[src/rtl/gmode_pkg.sv]
package gmode_pkg;
  localparam int BANK_SEL_W = 3;
  localparam int BANK_N     = 1 << BANK_SEL_W;

  typedef enum logic [BANK_SEL_W-1:0] {
    SEL_ENTRY  = 3'd0,
    SEL_RETADR = 3'd1,
    SEL_SAVSTS = 3'd2,
    SEL_AUXSTS = 3'd3,
    SEL_SYNDRM = 3'd4,
    SEL_FLTADR = 3'd5,
    SEL_VECBAS = 3'd6,
    SEL_THRPTR = 3'd7
  } bank_sel_e;

  typedef struct packed {
    logic ok_enter;
    logic ok_exit;
    logic undef;
  } op_dec_t;
endpackage

[src/rtl/gmode_check.sv]
module gmode_check
  import gmode_pkg::*;
(
  input  logic    op_enter,
  input  logic    op_exit,
  input  logic    guarded,
  input  logic    gl_en,
  output op_dec_t dec
);
  logic lone_enter;
  logic lone_exit;

  always_comb begin
    lone_enter   = op_enter & ~op_exit;
    lone_exit    = op_exit & ~op_enter;
    dec.ok_enter = lone_enter & ~guarded & gl_en;
    dec.ok_exit  = lone_exit & guarded;
    dec.undef    = (op_enter | op_exit) & ~(dec.ok_enter | dec.ok_exit);
  end
endmodule

[src/rtl/gmode_bank.sv]
module gmode_bank
  import gmode_pkg::*;
#(
  parameter int XLEN     = 64,
  parameter int STAY_BIT = 0
) (
  input  logic                  clk,
  input  logic                  rst,
  input  logic                  we,
  input  logic                  re,
  input  logic [BANK_SEL_W-1:0] sel,
  input  logic [XLEN-1:0]       wdata,
  output logic [XLEN-1:0]       rdata,
  output logic [XLEN-1:0]       entry_q,
  output logic [XLEN-1:0]       retadr_q,
  output logic                  stay_q
);
  logic [XLEN-1:0] regs [BANK_N];
  logic [BANK_N-1:0] hit;

  for (genvar gi = 0; gi < BANK_N; gi++) begin : g_hit
    assign hit[gi] = we && (sel == BANK_SEL_W'(gi));
  end

  always_ff @(posedge clk) begin
    if (rst) begin
      for (int i = 0; i < BANK_N; i++) regs[i] <= '0;
    end else begin
      for (int i = 0; i < BANK_N; i++) begin
        if (hit[i]) regs[i] <= wdata;
      end
    end
  end

  always_ff @(posedge clk) begin
    if (rst) rdata <= '0;
    else if (re) rdata <= regs[sel];
  end

  assign entry_q  = regs[SEL_ENTRY];
  assign retadr_q = regs[SEL_RETADR];
  assign stay_q   = regs[SEL_AUXSTS][STAY_BIT];

  AST_RDATA_HOLD: assert property (@(posedge clk) disable iff (rst)
    !re |=> $stable(rdata));
  AST_RETADR_WRITE: assert property (@(posedge clk) disable iff (rst)
    (we && sel == SEL_RETADR) |=> (retadr_q == $past(wdata)));
  AST_ENTRY_UNTOUCHED: assert property (@(posedge clk) disable iff (rst)
    !(we && sel == SEL_ENTRY) |=> $stable(entry_q));
endmodule

[src/rtl/gmode_fsm.sv]
module gmode_fsm
  import gmode_pkg::*;
#(
  parameter int XLEN = 64
) (
  input  logic            clk,
  input  logic            rst,
  input  op_dec_t         dec,
  input  logic [XLEN-1:0] entry_q,
  input  logic [XLEN-1:0] retadr_q,
  input  logic            stay_q,
  output logic            guarded,
  output logic            redir_valid,
  output logic [XLEN-1:0] redir_pc,
  output logic            undef
);
  always_ff @(posedge clk) begin
    if (rst) begin
      guarded     <= 1'b0;
      redir_valid <= 1'b0;
      redir_pc    <= '0;
      undef       <= 1'b0;
    end else begin
      redir_valid <= dec.ok_enter | dec.ok_exit;
      undef       <= dec.undef;
      if (dec.ok_enter) begin
        guarded  <= 1'b1;
        redir_pc <= entry_q;
      end else if (dec.ok_exit) begin
        guarded  <= stay_q;
        redir_pc <= retadr_q;
      end
    end
  end

  AST_REDIR_XOR_UNDEF: assert property (@(posedge clk) disable iff (rst)
    !(redir_valid && undef));
  AST_PC_HOLD: assert property (@(posedge clk) disable iff (rst)
    !(dec.ok_enter || dec.ok_exit) |=> $stable(redir_pc));
endmodule

[src/rtl/gmode_ctrl.sv]
module gmode_ctrl
  import gmode_pkg::*;
#(
  parameter int XLEN      = 64,
  parameter int CFG_W     = 8,
  parameter int GL_EN_BIT = 1,
  parameter int STAY_BIT  = 0
) (
  input  logic                  clk,
  input  logic                  rst,
  input  logic [CFG_W-1:0]      cfg_word,
  input  logic                  op_enter,
  input  logic                  op_exit,
  input  logic                  reg_we,
  input  logic                  reg_re,
  input  logic [BANK_SEL_W-1:0] reg_sel,
  input  logic [XLEN-1:0]       reg_wdata,
  output logic [XLEN-1:0]       reg_rdata,
  output logic                  redir_valid,
  output logic [XLEN-1:0]       redir_pc,
  output logic                  in_guarded,
  output logic                  undef_insn
);
  op_dec_t         dec;
  logic [XLEN-1:0] entry_q;
  logic [XLEN-1:0] retadr_q;
  logic            stay_q;
  logic            gl_en;
  logic            unused_cfg;

  assign gl_en      = cfg_word[GL_EN_BIT];
  assign unused_cfg = ^cfg_word;

  gmode_check u_check (
    .op_enter (op_enter),
    .op_exit  (op_exit),
    .guarded  (in_guarded),
    .gl_en    (gl_en),
    .dec      (dec)
  );

  gmode_bank #(.XLEN(XLEN), .STAY_BIT(STAY_BIT)) u_bank (
    .clk      (clk),
    .rst      (rst),
    .we       (reg_we),
    .re       (reg_re),
    .sel      (reg_sel),
    .wdata    (reg_wdata),
    .rdata    (reg_rdata),
    .entry_q  (entry_q),
    .retadr_q (retadr_q),
    .stay_q   (stay_q)
  );

  gmode_fsm #(.XLEN(XLEN)) u_fsm (
    .clk         (clk),
    .rst         (rst),
    .dec         (dec),
    .entry_q     (entry_q),
    .retadr_q    (retadr_q),
    .stay_q      (stay_q),
    .guarded     (in_guarded),
    .redir_valid (redir_valid),
    .redir_pc    (redir_pc),
    .undef       (undef_insn)
  );

  AST_ENTER_OK: assert property (@(posedge clk) disable iff (rst)
    (op_enter && !op_exit && !in_guarded && gl_en) |=> (in_guarded && redir_valid));
  AST_ENTER_DISABLED: assert property (@(posedge clk) disable iff (rst)
    (op_enter && !op_exit && !in_guarded && !gl_en) |=> (!in_guarded && !redir_valid && undef_insn));
  AST_EXIT_TO_NORMAL: assert property (@(posedge clk) disable iff (rst)
    (op_exit && !op_enter && in_guarded && !stay_q) |=> (!in_guarded && redir_valid));
  AST_EXIT_STAY: assert property (@(posedge clk) disable iff (rst)
    (op_exit && !op_enter && in_guarded && stay_q) |=> (in_guarded && redir_valid));
  AST_BOTH_STROBES: assert property (@(posedge clk) disable iff (rst)
    (op_enter && op_exit) |=> (undef_insn && !redir_valid && $stable(in_guarded)));
  AST_PULSE_ONE: assert property (@(posedge clk) disable iff (rst)
    (!op_enter && !op_exit) |=> (!redir_valid && !undef_insn));
endmodule

[config.mk]
export PLATFORM = sky130hd
export DESIGN_NAME = gmode_ctrl
export DESIGN_NICKNAME = d
export VERILOG_FILES = /design/src/rtl/gmode_pkg.sv /design/src/rtl/gmode_check.sv /design/src/rtl/gmode_bank.sv /design/src/rtl/gmode_fsm.sv /design/src/rtl/gmode_ctrl.sv
export SDC_FILE = /design/constraint.sdc
export NUM_CORES = 1
export LEC_CHECK = 0
export BUFFER_PORTS_ARGS = -buffer_cell sky130_fd_sc_hd__buf_2
export CORE_ASPECT_RATIO = 0.6
export CORE_MARGIN = 5
export CORE_UTILIZATION = 36
export CTS_CLUSTER_DIAMETER = 50
export DETAILED_ROUTE_END_ITERATION = 8
export PLACE_DENSITY = 0.6
export SYNTH_ARGS = -nofsm -noshare
export SYNTH_HDL_FRONTEND = slang
export SYNTH_SLANG_ARGS = --single-unit
[constraint.sdc]
create_clock -name clk -period 3.8 [get_ports clk]
set_clock_uncertainty 0.05 [all_clocks]
set_input_delay 0.76 -clock clk [delete_from_list [all_inputs] [get_ports clk]]
set_output_delay 0.76 -clock clk [all_outputs]
set_load 0.05 [all_outputs]
==> flow_summary_export.csv, run 1 <==
group,metric,value,unit
cts,cts.root.buffer_cell,"clkbuf_16",
logic_synthesis,postSynthAreaPerCell,13.4,sq um
sta,rsz0062_at_grt,"false",
floorplan,dieHeight,223,um
logic_synthesis,synth-edff-count,512,
power_and_ir_drop,power_density,531,nW/um^2
sta,layout_setup_ws,1420,ps
logic_synthesis,yosys.area_share.simple,0.0922,
cts,clk_pin_slew,60,ps
logic_synthesis,ys_seq_area_frac,0.664,
job,cap_violations,0,
drt,wl_per_cell,25.5,um
cells_and_area,final_cells,3243,
logic_synthesis,synth_top_family_by_area,"multiplexers",
sta,max_slew.worst_pin.slew,1200,ps
floorplan,rows,77,
drt,via_per_inst,5.36,
logic_synthesis,synth_nets,2103,
logic_synthesis,synthArstFlopShare,0,
global_route,grt_pass1_wl,120000,um
critical_path,startpoint_type,"primary input",
placement,place.gp.congestion,0.740,
cts,cts_setup_buffers,0,
global_route,grt.overflow.total,0,
power_and_ir_drop,combPwrFrac,0.108,
cells_and_area,syn_to_final_growth,16.8,%
power_and_ir_drop,p_sw,4.27,mW
floorplan,core,74100,sq um
floorplan,die_w,364,um
cts,cts_tree,"built",
sta,fmax,420,MHz
cts,cts_resized,0,
logic_synthesis,syn_area,27100,sq um
power_and_ir_drop,internal-power,12.5,mW
global_route,grt_pass1_vias,17900,
logic_synthesis,yosys_register_bits,643,
drt,drcViolationCount,0,
sta,setup_violations,0,
placement,pre_cts_slack,814,ps
cts,htree_levels,3,
drt,routed_wl,82600,um
global_route,grt_usage,0.201,
cts,cts.sinks,643,
cts,cts.path.max_buffers,3,
logic_synthesis,synth.area.mux_share,0.118,
cells_and_area,drive_gt1_frac,0.209,
sta,min_period_over_period,0.626,
global_route,grt_max_degree,65,
sta,hold_viol_final,0,
run_status,outcome,"completed",
placement,dp.cells,3121,
logic_synthesis,synth.distinct_cells,38,
placement,numPortBuffers,204,
logic_synthesis,synth-xor-area-share,0,
power_and_ir_drop,swShare,0.254,
floorplan,io_pins,212,
power_and_ir_drop,clock_power_share,0.398,
cts,clk_latency,600,ps
sta,fin_setup_tns,0,ps
critical_path,end_kind,"flip-flop",
min_path,holdCritPathClass,"in -> reg",
logic_synthesis,synth-adder-area-share,0,
sta,min_period,2380,ps
logic_synthesis,yosys_most_used_dff,"edfxtp_1",
critical_path,critPathArrivalTime,2780,ps
power_and_ir_drop,power.leakage,12.4,nW
power_and_ir_drop,seqPwrFrac,0.494,
cts,cts_hold_buf,0,
logic_synthesis,synth_compound_area_frac,0.0873,
floorplan,die_area,81000,sq um
drt,vias,17400,
sta,max-slew-margin-rel,0.200,
drt,drtIter0Drc,1636,
placement,hpwl,46600,um
logic_synthesis,syn_inst,2022,
global_route,antenna_found_initial,1,
floorplan,start_util,0.366,
power_and_ir_drop,ir_drop,329,uV
cells_and_area,finish.net_count,2284,
logic_synthesis,synth_warnings,0,
cts,cts_made_buffers,67,
drt,firstDrtPassIters,5,
drt,drtAntennaViolNets,0,
sta,slew_violations,0,
critical_path,crit_fanout,26,
critical_path,criticalPathCategory,"in -> reg",
critical_path,worstPathRequired,4200,ps
-- metrics by stage --
| stage | hold WS, ps | util | total power, mW | area (sq um) |
|---|---|---|---|---|
| detailed placement | 392 | 0.397 | 10.3 | 29400 |
| CTS | 363 | 0.427 | 16.9 | 31700 |
| finish | 402 | 0.427 | 16.8 | 31700 |
| floorplan | 456 | - | 9.61 | 27100 |
| global placement | 389 | 0.397 | 10.2 | 29400 |
| global route | 384 | 0.427 | 17.4 | 31700 |
-- per-layer routing --
layer	vias to the layer above	share of wire	GRT usage
li1	7757	-	-
met1	8869	0.45	0.289
met2	634	0.46	0.318
met3	111	0.071	0.0360
met4	2	0.021	0.0495
met5	-	0.00016	0
-- kinds of logic after synthesis --
kind of cell    Yosys count
flops                   643
simple gates            601
buf+inv                 213
compound gates          282
mux                     283
-- worst max-delay path, cell delays in order --
cell and delay, ps:
buf_4 310, buf_4 480, and2_2 730, a22oi_1 210
o21ai_1 150, a211oi_2 100
-- placed cells by master, fill, tap and decap left out, drive strengths merged --
| master | n |
|---|---|
| a21oi | 18 |
| o2bb2ai | 63 |
| nor2 | 503 |
| a211oi | 65 |
| clkinv | 25 |
| diode | 1 |
| clkinvlp | 2 |
| bufinv | 5 |
| o21bai | 10 |
| mux2i | 233 |
| o21a | 2 |
| dfxtp | 131 |
| a211o | 31 |
| nand2b | 72 |
| edfxtp | 512 |
| mux2 | 23 |
| clkbuf | 84 |
| and2 | 1 |
| a41o | 2 |
| nand4bb | 1 |
| mux4 | 27 |
| nand3b | 1 |
| a2111oi | 10 |
| nand3 | 5 |
| a22oi | 20 |
| nor2b | 12 |
| o221a | 6 |
| nand2 | 5 |
| nor3b | 1 |
| o21ai | 38 |
| inv | 71 |
| buf | 259 |
| a221o | 17 |
-- cell usage after synthesis (27+ instances only) --
cell type	number	area (sq um)
mux4_2	27	608
nor2_1	502	1880
buf_2	66	330
dfxtp_1	131	2620
inv_1	65	244
o21ai_1	32	160
edfxtp_1	512	15400
mux2i_1	233	2330
a211o_1	31	272
nand2b_1	72	450
a211oi_1	40	300
o2bb2ai_1	63	552
clkbuf_1	42	158
-- flip-flops by register name (all words and copies together) (netlist names) --
name,flops
u_fsm.redir_valid,1
u_bank.regs,512
u_fsm.redir_pc,64
u_bank.rdata,64
u_fsm.undef,1
u_fsm.guarded,1
-- worst paths after layout --
kind                                                      start  cells past startpoint  slack [ps]                               to
worst min register to register  u_fsm.redir_pc[49]$_SDFFE_PP0P_                      1         410  u_fsm.redir_pc[49]$_SDFFE_PP0P_
worst min-delay path                                    op_exit                      2         400           u_fsm.undef$_SDFF_PP0_
worst max register to register       u_fsm.guarded$_SDFFE_PP0P_                      5        1460  u_fsm.redir_pc[56]$_SDFFE_PP0P_
worst max-delay path                                     reg_re                      6        1420    u_bank.rdata[34]$_SDFFE_PP0P_
-- power by group through the flow --
| stage | clock [mW] | sequential (mW) | combinational, mW |
|---|---|---|---|
| floorplan | 0 | 8.73 | 0.879 |
| global placement | 0 | 8.43 | 1.81 |
| detailed placement | 0 | 8.46 | 1.83 |
| CTS | 6.80 | 8.31 | 1.84 |
| global route | 7.10 | 8.35 | 1.93 |
| finish | 6.69 | 8.31 | 1.82 |
-- layout make-up --
type	instances	area [sq um]
fill	6769	42400
sequential	643	18000
multi-input combinational	1166	8250
clock buffer	84	1890
timing repair buffer	259	1710
tap	987	1230
clock inverter	37	329
inverter	66	248
antenna	1	2.50
(Power assumes the default switching activity.)
==> inputs of run 2 (changes only) <==
==> constraint.sdc (replaced) <==
create_clock -name clk -period 2.35 [get_ports clk]
set_clock_uncertainty 0.05 [all_clocks]
set_input_delay 0.47 -clock clk [delete_from_list [all_inputs] [get_ports clk]]
set_output_delay 0.47 -clock clk [all_outputs]
set_load 0.05 [all_outputs]
==> flow_summary_export.csv, run 2 (same netlist as run 1, synthesis figures left out) <==
group,metric,value,unit
critical_path,r2r-start,"u_fsm.guarded$_SDFFE_PP0P_",
floorplan,dieHeight,223,um
sta,min_period,2120,ps
cts,cts_tree,"built",
cts,cts_hold_buf,0,
cts,htree_levels,2,
cells_and_area,finish.net_count,2307,
global_route,antenna_found_initial,0,
drt,firstDrtPassIters,7,
floorplan,die_w,364,um
critical_path,end_kind,"flip-flop",
cells_and_area,final_area,31900,sq um
global_route,grt_usage,0.199,
sta,min_period_over_period,0.902,
cts,clk_pin_slew,60,ps
critical_path,startpoint_type,"flip-flop",
cells_and_area,layout_commonest_cell,"edfxtp_1",
global_route,grt_max_degree,66,
drt,routed_wl,82100,um
placement,place_area,29900,sq um
min_path,holdCritPathClass,"in -> reg",
critical_path,reg2reg_slack,230,ps
critical_path,reg2reg_depth,5,
cells_and_area,regMostFlops,"u_bank.regs",
placement,hpwl,46900,um
sta,hold_viol_final,0,
power_and_ir_drop,power_density,830,nW/um^2
sta,hold_ws,70.2,ps
run_status,outcome,"completed",
critical_path,cp_cell_sequence,"nand4bb_4, nand2_1, nor2_4, buf_4, o2bb2ai_1",
sta,max-slew-margin-rel,0.154,
cts,cts.path.max_buffers,3,
sta,setup_violations,0,
placement,numPortBuffers,204,
power_and_ir_drop,power,26.4,mW
global_route,grtUsageMet3,0.0361,
critical_path,critPathSlowestCell,"nor2_4",
global_route,use_met1,0.286,
sta,fin_setup_tns,0,ps
critical_path,max_stage_delay,800,ps
floorplan,core,74100,sq um
critical_path,worstPathRequired,2850,ps
job,cap_violations,0,
placement,dp.cells,3150,
sta,fmax,472,MHz
cells_and_area,final_cells,3267,
cells_and_area,largest_register_ffs,512,
cts,cts.sinks,643,
global_route,grt.overflow.total,0,
floorplan,die_area,81000,sq um
drt,wl_per_cell,25.1,um
drt,via_per_inst,5.35,
cts,cts_made_buffers,61,
drt,drcViolationCount,0,
sta,max_slew.worst_pin.slew,1270,ps
cts,cts_setup_buffers,0,
cts,cts.root.buffer_cell,"clkbuf_16",
power_and_ir_drop,power.leakage,12.5,nW
global_route,grt_pass1_vias,18100,
drt,drtAntennaViolNets,0,
power_and_ir_drop,ir_drop,675,uV
critical_path,critPathArrivalTime,2620,ps
floorplan,rows,77,
critical_path,criticalPathCategory,"reg -> reg",
drt,vias,17500,
cts,clk_latency,640,ps
cts,cts_resized,0,
min_path,hold_depth,2,
drt,drtIter0Drc,1661,
min_path,holdPathEnd,"u_fsm.undef$_SDFF_PP0_",
cells_and_area,syn_to_final_growth,17.6,%
cells_and_area,reg_top3,"u_bank.regs x512, u_bank.rdata x64, u_fsm.redir_pc x64",
sta,slew_violations,0,
cells_and_area,drive_gt1_frac,0.215,
placement,place.gp.congestion,0.763,
critical_path,crit_fanout,23,
min_path,min-delay-start,"op_exit",
global_route,busiest_layer,"met2",
global_route,grt_pass1_wl,120000,um
cells_and_area,layout_common_cells,"edfxtp_1, nor2_1, mux2i_1",
critical_path,r2r_end,"u_fsm.redir_pc[13]$_SDFFE_PP0P_",
sta,rsz0062_at_grt,"false",
global_route,use_met2,0.313,
floorplan,start_util,0.366,
floorplan,io_pins,212,
-- run 2: how the worst max path moves through the flow --
stage	depth (start not counted)	endpoint	slack (ps)	from
5_1_grt	5	u_fsm.redir_pc[19]$_SDFFE_PP0P_	110	u_fsm.guarded$_SDFFE_PP0P_
6_report	5	u_fsm.redir_pc[13]$_SDFFE_PP0P_	230	u_fsm.guarded$_SDFFE_PP0P_
3_5_place_dp	6	u_bank.rdata[12]$_SDFFE_PP0P_	-60	reg_sel[2]
4_1_cts	5	u_fsm.redir_pc[34]$_SDFFE_PP0P_	200	u_fsm.guarded$_SDFFE_PP0P_
2_1_floorplan	5	u_bank.regs[4][0]$_SDFFCE_PN0P_	20	reg_sel[0]
3_3_place_gp	6	u_bank.rdata[12]$_SDFFE_PP0P_	-30	reg_sel[2]
-- run 2: where the power goes --
| group | total, mW | internal, mW | switching (mW) | leakage, nW |
|---|---|---|---|---|
| registers | 13.4 | 13.1 | 0.321 | 6.04 |
| logic | 3.03 | 0.958 | 2.08 | 5.49 |
| clock network | 9.97 | 5.65 | 4.32 | 0.984 |
-- run 2: area by class of cell --
cell class | count | area, sq um
Inverter | 66 | 248
Antenna cell | 1 | 2.50
Multi-Input combinational cell | 1166 | 8250
Clock buffer | 90 | 1770
Clock inverter | 26 | 240
Tap cell | 987 | 1230
Timing Repair Buffer | 288 | 2120
Fill cell | 6734 | 42200
Sequential cell | 643 | 18000
-- run 2: per-layer routing --
metal	wire length, um	up-vias
met4	1880	0
met2	37500	649
met5	0	-
met1	36900	8940
li1	-	7776
met3	5800	117
-- run 2: through the flow --
step	utilization	setup slack [ps]
3_3_place_gp	0.403	-28.2
3_5_place_dp	0.403	-63.3
4_1_cts	0.430	198
6_report	0.430	229
2_1_floorplan	-	15.7
5_1_grt	0.430	112
-- run 2: critical path: cells and delay by family (launching register included) --
family / cells / cell delay (ps)
AO/OA/AOI/OAI: 1 / 130
buffers and inverters: 1 / 350
flip-flops: 1 / 400
AND/OR/NAND/NOR: 3 / 1090
